## src/rtl/hcv_pkg.sv

```systemverilog
package hcv_pkg;
  localparam int unsigned HCV_VEC_W_DEF = 7;
  localparam logic [6:0]  HCV_RST_VEC_DEF = 7'h32;

  typedef enum logic [1:0] {
    HCV_OP_HOLD  = 2'd0,
    HCV_OP_LOAD  = 2'd1,
    HCV_OP_ACK   = 2'd2,
    HCV_OP_CLEAR = 2'd3
  } hcv_op_e;
endpackage

```

## src/rtl/hcv_rst_sync.sv

```systemverilog
module hcv_rst_sync #(
  parameter int unsigned STAGES = 2
) (
  input  logic clk,
  input  logic rst_n,
  output logic rst_sync_n
);
  logic [STAGES-1:0] sync_q;

  always_ff @(posedge clk or negedge rst_n) begin
    if (!rst_n) sync_q <= '0;
    else        sync_q <= {sync_q[STAGES-2:0], 1'b1};
  end

  assign rst_sync_n = sync_q[STAGES-1];
endmodule

```

## src/rtl/hcv_host_port.sv

```systemverilog
module hcv_host_port #(
  parameter int unsigned VEC_W  = 7,
  localparam int unsigned DATA_W = VEC_W + 1
) (
  input  logic              host_we,
  input  logic [DATA_W-1:0] host_wdata,
  input  logic              req_q,
  output logic              load_en,
  output logic [VEC_W-1:0]  load_vec,
  output logic              load_req
);
  // a write only lands while no command is outstanding
  always_comb begin
    load_en  = host_we && !req_q;
    load_vec = host_wdata[VEC_W-1:0];
    load_req = host_wdata[DATA_W-1];
  end
endmodule

```

## src/rtl/hcv_core_side.sv

```systemverilog
module hcv_core_side #(
  parameter int unsigned VEC_W  = 7,
  localparam int unsigned ADDR_W = VEC_W + 1
) (
  input  logic              req_q,
  input  logic [VEC_W-1:0]  vec_q,
  input  logic              core_ack,
  output logic              ack_clr,
  output logic              cmd_pend,
  output logic [ADDR_W-1:0] cmd_addr
);
  always_comb begin
    ack_clr  = core_ack && req_q;
    cmd_pend = req_q && !core_ack;
    cmd_addr = {vec_q, 1'b0};
  end
endmodule

```

## src/rtl/hcv_cmd_reg.sv

```systemverilog
module hcv_cmd_reg
  import hcv_pkg::*;
#(
  parameter int unsigned      VEC_W   = 7,
  parameter logic [VEC_W-1:0] RST_VEC = 7'h32
) (
  input  logic             clk,
  input  logic             rst_n,
  input  logic             soft_clr,
  input  logic             load_en,
  input  logic [VEC_W-1:0] load_vec,
  input  logic             load_req,
  input  logic             ack_clr,
  output logic [VEC_W-1:0] vec_q,
  output logic             req_q
);
  hcv_op_e          op;
  logic [VEC_W-1:0] vec_d;
  logic             req_d;
  logic             reg_en;

  always_comb begin
    if (soft_clr)     op = HCV_OP_CLEAR;
    else if (load_en) op = HCV_OP_LOAD;
    else if (ack_clr) op = HCV_OP_ACK;
    else              op = HCV_OP_HOLD;
  end

  always_comb begin
    vec_d  = vec_q;
    req_d  = req_q;
    reg_en = 1'b1;
    unique case (op)
      HCV_OP_CLEAR: begin vec_d = RST_VEC;  req_d = 1'b0;     end
      HCV_OP_LOAD:  begin vec_d = load_vec; req_d = load_req; end
      HCV_OP_ACK:   begin req_d = 1'b0;                      end
      default:      begin reg_en = 1'b0;                     end
    endcase
  end

  always_ff @(posedge clk or negedge rst_n) begin
    if (!rst_n) begin
      vec_q <= RST_VEC;
      req_q <= 1'b0;
    end else if (reg_en) begin
      vec_q <= vec_d;
      req_q <= req_d;
    end
  end
endmodule

```

## src/rtl/hcv_ctrl.sv

```systemverilog
module hcv_ctrl
  import hcv_pkg::*;
#(
  parameter int unsigned      VEC_W       = HCV_VEC_W_DEF,
  parameter logic [VEC_W-1:0] RST_VEC     = HCV_RST_VEC_DEF,
  parameter int unsigned      SYNC_STAGES = 2,
  localparam int unsigned     DATA_W      = VEC_W + 1,
  localparam int unsigned     ADDR_W      = VEC_W + 1
) (
  input  logic              clk,
  input  logic              rst_n,
  input  logic              soft_clr,
  input  logic              host_we,
  input  logic [DATA_W-1:0] host_wdata,
  output logic [DATA_W-1:0] host_rdata,
  input  logic              core_ack,
  output logic              cmd_pend,
  output logic [ADDR_W-1:0] cmd_addr
);
  logic             rst_sync_n;
  logic             load_en;
  logic [VEC_W-1:0] load_vec;
  logic             load_req;
  logic             ack_clr;
  logic [VEC_W-1:0] vec_q;
  logic             req_q;

  hcv_rst_sync #(.STAGES(SYNC_STAGES)) u_rst (
    .clk(clk), .rst_n(rst_n), .rst_sync_n(rst_sync_n)
  );

  hcv_host_port #(.VEC_W(VEC_W)) u_host (
    .host_we(host_we), .host_wdata(host_wdata), .req_q(req_q),
    .load_en(load_en), .load_vec(load_vec), .load_req(load_req)
  );

  hcv_cmd_reg #(.VEC_W(VEC_W), .RST_VEC(RST_VEC)) u_reg (
    .clk(clk), .rst_n(rst_sync_n), .soft_clr(soft_clr),
    .load_en(load_en), .load_vec(load_vec), .load_req(load_req),
    .ack_clr(ack_clr), .vec_q(vec_q), .req_q(req_q)
  );

  hcv_core_side #(.VEC_W(VEC_W)) u_core (
    .req_q(req_q), .vec_q(vec_q), .core_ack(core_ack),
    .ack_clr(ack_clr), .cmd_pend(cmd_pend), .cmd_addr(cmd_addr)
  );

  assign host_rdata = {req_q, vec_q};
endmodule

```

## config.mk

```make
export PLATFORM = sky130hd
export DESIGN_NAME = hcv_ctrl
export DESIGN_NICKNAME = d
export VERILOG_FILES = /design/src/rtl/hcv_pkg.sv /design/src/rtl/hcv_rst_sync.sv /design/src/rtl/hcv_host_port.sv /design/src/rtl/hcv_core_side.sv /design/src/rtl/hcv_cmd_reg.sv /design/src/rtl/hcv_ctrl.sv
export SDC_FILE = /design/constraint.sdc
export NUM_CORES = 1
export LEC_CHECK = 0
export BUFFER_PORTS_ARGS = -buffer_cell sky130_fd_sc_hd__buf_4
export CORE_AREA = 5 5 42 44
export DETAILED_ROUTE_END_ITERATION = 6
export DIE_AREA = 0 0 47 49
export PLACE_DENSITY = 0.82
export SLEW_MARGIN = 20
export SYNTH_ARGS = -nofsm -noshare
export SYNTH_HDL_FRONTEND = slang
export SYNTH_SLANG_ARGS = --single-unit
```

## constraint.sdc

```tcl
create_clock -name clk -period 1.9 [get_ports clk]
set_input_delay 0.38 -clock clk [delete_from_list [all_inputs] [get_ports clk]]
set_output_delay 0.38 -clock clk [all_outputs]
set_load 0.02 [all_outputs]
```

* After elaboration in Yosys (flattened, before gate mapping)
Index checks and enable logic that the tools add are counted.
** Storage, ports and cells
- Word-level logic and storage cells :: 23
- Input bits :: 13
- Bits in registers :: 10
- Output and inout bits :: 17
** Operators by class
- Reductions and logical operators :: 11
- Muxes and demuxes :: 6
- Equality and inequality tests :: 3
** Operator list (number)
- case mux 7 bit (2 select lines) :: 1
- two-way mux 2 bit :: 3
- equality test 2 bit (second input constant) :: 2
- AND reduction 2 bit :: 2
- nonzero test 2 bit :: 2
- logical AND 1 bit :: 3
- OR reduction 3 bit :: 1
- equality test 2 x 1 -> 1 bit (second input constant) :: 1
- logical NOT 1 bit :: 2
- case mux 1 bit (2 select lines) :: 1
- OR reduction 2 bit :: 1
- two-way mux 1 bit :: 1

* Longest topological paths before layout
Gate-level depths: netlist of the first run.
- Depth in word-level cells :: 8
- Depth in mapped cells :: 3
- Mapped depth without buffers :: 2

* Modules after synthesis
Synthesis of the first run repeated with hierarchy kept, for this count alone.
** Unflattened totals
- Cell total of the unflattened synthesis :: 51
- Area total of the unflattened synthesis :: 554.3 um^2
** By module, submodules not included
- hcv_cmd_reg :: times used 1, area an instance 339.1 um^2, cells each 27, seq. area each 203.9 um^2
- hcv_core_side :: times used 1, area an instance 80.1 um^2, cells each 11, seq. area each 0.0 um^2
- hcv_host_port :: times used 1, area an instance 73.8 um^2, cells each 9, seq. area each 0.0 um^2
- hcv_rst_sync :: times used 1, area an instance 53.8 um^2, cells each 3, seq. area each 50.0 um^2
- hcv_ctrl :: times used 1, area an instance 7.5 um^2, cells each 1, seq. area each 0.0 um^2

* Worst setup path after synthesis of the first run
Ideal clock, no wire load.
- Path type :: register to output
- From :: register u_reg.vec_q[1]
- To :: output host_rdata[1]
- Setup slack :: 0.788 ns
- Path buffers :: 1
- Data arrival time :: 0.732 ns
- Data required time :: 1.520 ns
- Cell stages (with the launch flop) :: 2
- Cells stage by stage :: dfstp_2 > buf_4
** RTL lines
- start: declaration :: RTL line hcv_cmd_reg.sv:14 : output logic [VEC_W-1:0] vec_q,
- start signal: assignment :: RTL line hcv_cmd_reg.sv:46 : vec_q <= vec_d;
- end: declaration :: RTL line hcv_ctrl.sv:15 : output logic [DATA_W-1:0] host_rdata,
No word-level cell between the ends.

* Worst setup path in the final report of the first run
- From :: register u_reg.req_q
- To :: output cmd_pend
** On the way
- Longest elaborated chain between the ends :: 1
** Ends and longest elaborated chain
- start: declaration :: RTL line hcv_cmd_reg.sv:15 : output logic req_q
- start signal: assignment :: RTL line hcv_cmd_reg.sv:47 : req_q <= req_d;
- logical AND 1 bit :: RTL line hcv_core_side.sv:14 : cmd_pend = req_q && !core_ack;
- end: declaration :: RTL line hcv_ctrl.sv:17 : output logic cmd_pend,
Every way passes these cells.

==> flow_summary.ini, run 1 <==
[sta]
tns_ns = 0
holdWs_ns = 0.1293
drv_slew = 0
fin_crit_sh_pct = 75.10
hold_viol = 0
layout_min_cycle_time_ns = 1.427
fmax_ghz = 0.7008
setup_violations = 0
rsz0062_at_grt = false
finClkSkew_ns = 0.002033

[critical_path]
cp_slowest_stage_delay_ns = 0.47
r2r_slack_ns = 0.77
critPathKind = flop to output port
cp-end-kind = output port
worst-path-max-fanout = 8
cp.arrival_ns = 1.05
start_kind = flop
crit_path_top_delay_cell = dfrtp_1
cp.required_ns = 1.52
path_cells = nand2b_1 > inv_1 > buf_4

[global_routing]
globalRouteTotalUtil_pct = 10.20
antenna_found_initial = 0
grt_pass1_vias = 372
grt_max_degree = 16
globalRouteOverflowTotal = 0
top_usage_layer = met2
grt_use_met3_pct = 5.904
grt_pass1_wl_um = 1656
use_met2_pct = 14.71
use_met1_pct = 12.13

[power_and_ir_drop]
switching_share_pct = 25.88
p_int_mw = 0.4019
vdd.ir_drop.worst_mv = 0.3706
power_density_nw_per_um2 = 761.5
p_leak_nw = 0.3521
pwr-share-clk_pct = 34.5
p_comb_share_pct = 20.7
p_switching_mw = 0.1403
seqPwrFrac_pct = 44.8

[floorplanning]
dieArea_um2 = 2303
die_w_um = 47
pin_count = 30
floorplan.initialDensity_pct = 37.05
die_h_um = 49
num_rows = 14
design.core.area_um2 = 1401

[clock_tree]
cts_root_buffer = clkbuf_4
htreeDepth = 1
cts_buffers = 3
cts_sinks = 10
clk_path_buf_depth = 2
clk_pin_slew_ns = 0.06
cts_tree = built
insertion_delay_ns = 0.26

[flow_run]
drv_cap = 0

[place]
place.gp.congestion = 0.6872
dp_hpwl_um = 825.6
portBuffers = 28

[detailed_routing]
routedWlPerCell_um = 12.56
drc_errors = 0
vias = 403
wl_um = 1093
ant_nets = 0
drtPass1Iterations = 4
drt-initial-drc-count = 2
vias_per_cell = 4.632

[yosys]
synth_fp_nets = 62
yosysSeqAreaShare_pct = 48.92
postSynthAreaPerCell_um2 = 10.60
netlist_area_um2 = 519.2
ys_warn_count = 0
synth_cells = 49
synth-seq-cells = 10
synth_cell_types = 15

[outcome]
status = finished clean

[final_layout]
drive_gt1_share_pct = 50.70
antenna_cells = 0
area_growth_pct = 37.11
final_nets = 85

[hold_path]
hold_class = flop to async pin
-- final timing paths --
path | startpoint | end | cells past startpoint
min in group clk | u_rst.sync_q[0] | u_rst.sync_q[1] | 0
hold / removal | u_rst.sync_q[1] | u_reg.req_q | 0
setup / recovery | u_reg.req_q | cmd_pend | 3
hold reg to reg | u_rst.sync_q[1] | u_reg.req_q | 0
setup reg to reg | u_reg.req_q | u_reg.vec_q[4] | 2
max in group asynchronous | rst_n | u_rst.sync_q[0] | 2
-- routing by layer --
metal	share of wire [%]	vias up
li1	-	196
met1	42	177
met2	47	28
met3	11	2
met4	0.64	0
met5	0	-
-- cell families (layout without fill, tap and decap cells) --
logic type / after synthesis / in the layout / share of synthesized area, %
buffers and inverters: 12 / 34 / 16.86
muxes: 3 / 3 / 5.783
and+or+nand+nor: 17 / 17 / 22.17
other: 2 / 2 / 1.446
DFF: 10 / 10 / 48.92
AOI/OAI and AO/OA: 5 / 5 / 4.819
-- Yosys cell counts --
cell type	count	area share [%]
dfrtp_1	7	34
nand4bb_1	4	8.7
buf_6	1	2.2
conb_1	2	1.4
nand2b_1	5	6.0
nor2b_2	1	1.7
mux2i_1	3	5.8
dfstp_2	3	15
nand3b_1	1	1.4
inv_1	1	0.72
a21oi_1	1	0.96
o21ai_1	4	3.9
buf_2	1	0.96
buf_4	9	13
nor2_1	6	4.3
-- power groups by stage --
stage / sequential (mW) / clock, mW / combinational [mW]
after floorplan: 0.256 / 0 / 0.0617
after global placement: 0.246 / 0 / 0.110
after detailed placement: 0.247 / 0 / 0.112
after CTS: 0.243 / 0.192 / 0.114
after global routing: 0.245 / 0.210 / 0.119
final: 0.243 / 0.187 / 0.112
-- registers in the layout, summed over array words and instances (netlist names) --
| register | cells |
|---|---|
| u_reg.req_q | 1 |
| u_rst.sync_q | 2 |
| u_reg.vec_q | 7 |
-- metrics by stage --
step	worst slack [ns]	cell area [um^2]	total power, mW	cells	util, %
2_1_floorplan	0.7883	519.2	0.3174	49	-
3_3_place_gp	0.7133	665.6	0.3553	82	47.50
3_5_place_dp	0.7079	665.6	0.3584	82	47.50
4_1_cts	0.4796	711.9	0.5489	87	50.80
5_1_grt	0.4164	711.9	0.5746	87	50.80
6_report	0.4731	711.9	0.5422	87	50.80
-- what timing repair did --
item | in CTS | in global routing
hold buffers | 1 | 0
buffers inserted | 0 | 0
hold endpoints to repair | 2 | 0
resized for setup | 0 | 0
-- cell type report --
type	instances	area (um^2)
Fill cell	133	689.4
Timing Repair Buffer	29	220.2
Clock buffer	4	36.28
Sequential cell	10	254.0
Tap cell	16	20.02
Inverter	1	3.754
Multi-Input combinational cell	27	177.7
-- cells in the final DEF (no fill, tap or decap), drive strengths merged --
cell / count
conb: 2
nand4bb: 4
dfrtp: 7
mux2i: 3
dlygate4sd3: 1
nand2b: 5
nor2b: 1
dfstp: 3
o21ai: 4
clkbuf: 4
a21oi: 1
inv: 1
buf: 28
nand3b: 1
nor2: 6
-- worst max-delay path, delay by kind of cell (launching register included) --
kind,cells,cell delay [ns]
buffers and inverters,2,0.20
flip-flops,1,0.47
AND/OR/NAND/NOR,1,0.13
(Power assumes the default switching activity.)
==> run 2: changes to the inputs <==
==> constraint.sdc (replaced) <==
create_clock -name clk -period 1.4 [get_ports clk]
set_input_delay 0.28 -clock clk [delete_from_list [all_inputs] [get_ports clk]]
set_output_delay 0.28 -clock clk [all_outputs]
set_load 0.02 [all_outputs]
==> flow_summary.ini, run 2 (synthesized netlist as in run 1, its figures left out) <==
[floorplanning]
floorplan.initialDensity_pct = 37.05
num_rows = 14
pin_count = 30
die_h_um = 49
die_w_um = 47
design.core.area_um2 = 1401
dieArea_um2 = 2303

[critical_path]
r2r_end = u_reg.vec_q[5]
startpoint = u_reg.req_q
r2r_slack_ns = 0.31
worst-path-max-fanout = 8
r2r_cells = 2
crit_path_end = cmd_pend
cp.arrival_ns = 1.03
reg2reg_from = u_reg.req_q
cp-end-kind = output port
start_kind = flop
cp.required_ns = 1.12
critPathKind = flop to output port

[place]
dp_hpwl_um = 831
place.gp.congestion = 0.6803
portBuffers = 28

[detailed_routing]
vias_per_cell = 4.575
drtPass1Iterations = 4
drc_errors = 0
ant_nets = 0
drt-initial-drc-count = 4
routedWlPerCell_um = 12.09
vias = 398
wl_um = 1052

[clock_tree]
clk_path_buf_depth = 2
cts_root_buffer = clkbuf_4
insertion_delay_ns = 0.26
cts_tree = built
clk_pin_slew_ns = 0.06
htreeDepth = 1
cts_buffers = 3
cts_sinks = 10
post_cts_resized = 0

[sta]
setup_violations = 0
holdWs_ns = 0.1226
tns_ns = 0
hold_viol = 0
fin_crit_sh_pct = 93.91
drv_slew = 0
layout_min_cycle_time_ns = 1.315
finClkSkew_ns = 0.0005688
fmax_ghz = 0.7606
rsz0062_at_grt = false

[power_and_ir_drop]
vdd.ir_drop.worst_mv = 0.5762
power_mw = 0.7331
p_leak_nw = 0.3521
power_density_nw_per_um2 = 1030

[global_routing]
globalRouteOverflowTotal = 0
use_met2_pct = 13.80
top_usage_layer = met2
antenna_found_initial = 0
use_met1_pct = 12.81
grt_max_degree = 16
globalRouteTotalUtil_pct = 10.41
grt_pass1_vias = 401
grt_pass1_wl_um = 1669
grt_use_met3_pct = 5.166

[final_layout]
multi_input_area_um2 = 177.7
final_nets = 85
final_common_cell = buf_4
reg_top3 = u_reg.vec_q x7, u_rst.sync_q x2, u_reg.req_q x1
largest-register = u_reg.vec_q
utilization_pct = 50.80
drive_gt1_share_pct = 50.70
register_area_um2 = 254.0
most-common-layout-cells = buf_4, dfrtp_1, nor2_1
antenna_cells = 0
nFillCells = 133
area_growth_pct = 37.11
largest_reg_flops = 7

[outcome]
status = finished clean

[flow_run]
drv_cap = 0

[hold_path]
hold_class = flop to async pin
==> run 2: cell counts in the layout (fill, tap and decap cells not counted) <==
No cell type changed its count.
==> run 2: cell type report <==
| type | count | share of cell area, % |
|---|---|---|
| flip-flops and latches | 10 | 35.68 |
| repair buffers | 29 | 30.93 |
| multi-input cells | 27 | 24.96 |
| clock buffers | 4 | 5.097 |
| well taps | 16 | 2.812 |
| inverters | 1 | 0.5272 |
==> run 2: through the flow <==
step	instance area (um^2)	std cells	setup slack, ns
finish	711.9	87	0.08523
CTS	711.9	87	0.07804
floorplan	519.2	49	0.3883
global route	711.9	87	0.02215
detailed placement	665.6	82	0.3354
global placement	665.6	82	0.3715
==> run 2: how the worst min path moves through the flow <==
| stage | slack [ns] | end | from | depth (start not counted) |
|---|---|---|---|---|
| finish | 0.12 | u_reg.vec_q[0] | u_rst.sync_q[1] | 0 |
| global route | 0.16 | u_reg.vec_q[0] | u_rst.sync_q[1] | 0 |
| CTS | 0.14 | u_reg.req_q | u_rst.sync_q[1] | 0 |
| detailed placement | 0.07 | u_rst.sync_q[1] | rst_n | 1 |
| global placement | 0.06 | u_rst.sync_q[0] | rst_n | 1 |
| floorplan | -0.02 | u_rst.sync_q[0] | rst_n | 0 |
==> run 2: critical path, cell delays in order, from the launching register on <==
cell and delay (ns):
dfrtp_1 0.45, nand2b_1 0.13, inv_1 0.04, buf_4 0.15
==> run 2: power breakdown <==
group	switching, mW	internal (mW)
sequential	0.0178	0.311
clock	0.0953	0.158
combinational	0.0747	0.0767
==> run 2: timing repair <==
action / CTS / global route
endpoints found under the setup margin: 0 / 0
hold endpoints to repair: 2 / 0
hold buffers: 1 / 0
buffers inserted: 0 / 0
==> run 2: routing by layer <==
layer  wire, um  up-vias
met5          0        -
li1           -      192
met4         14        0
met3         92        2
met1        446      186
met2        499       18
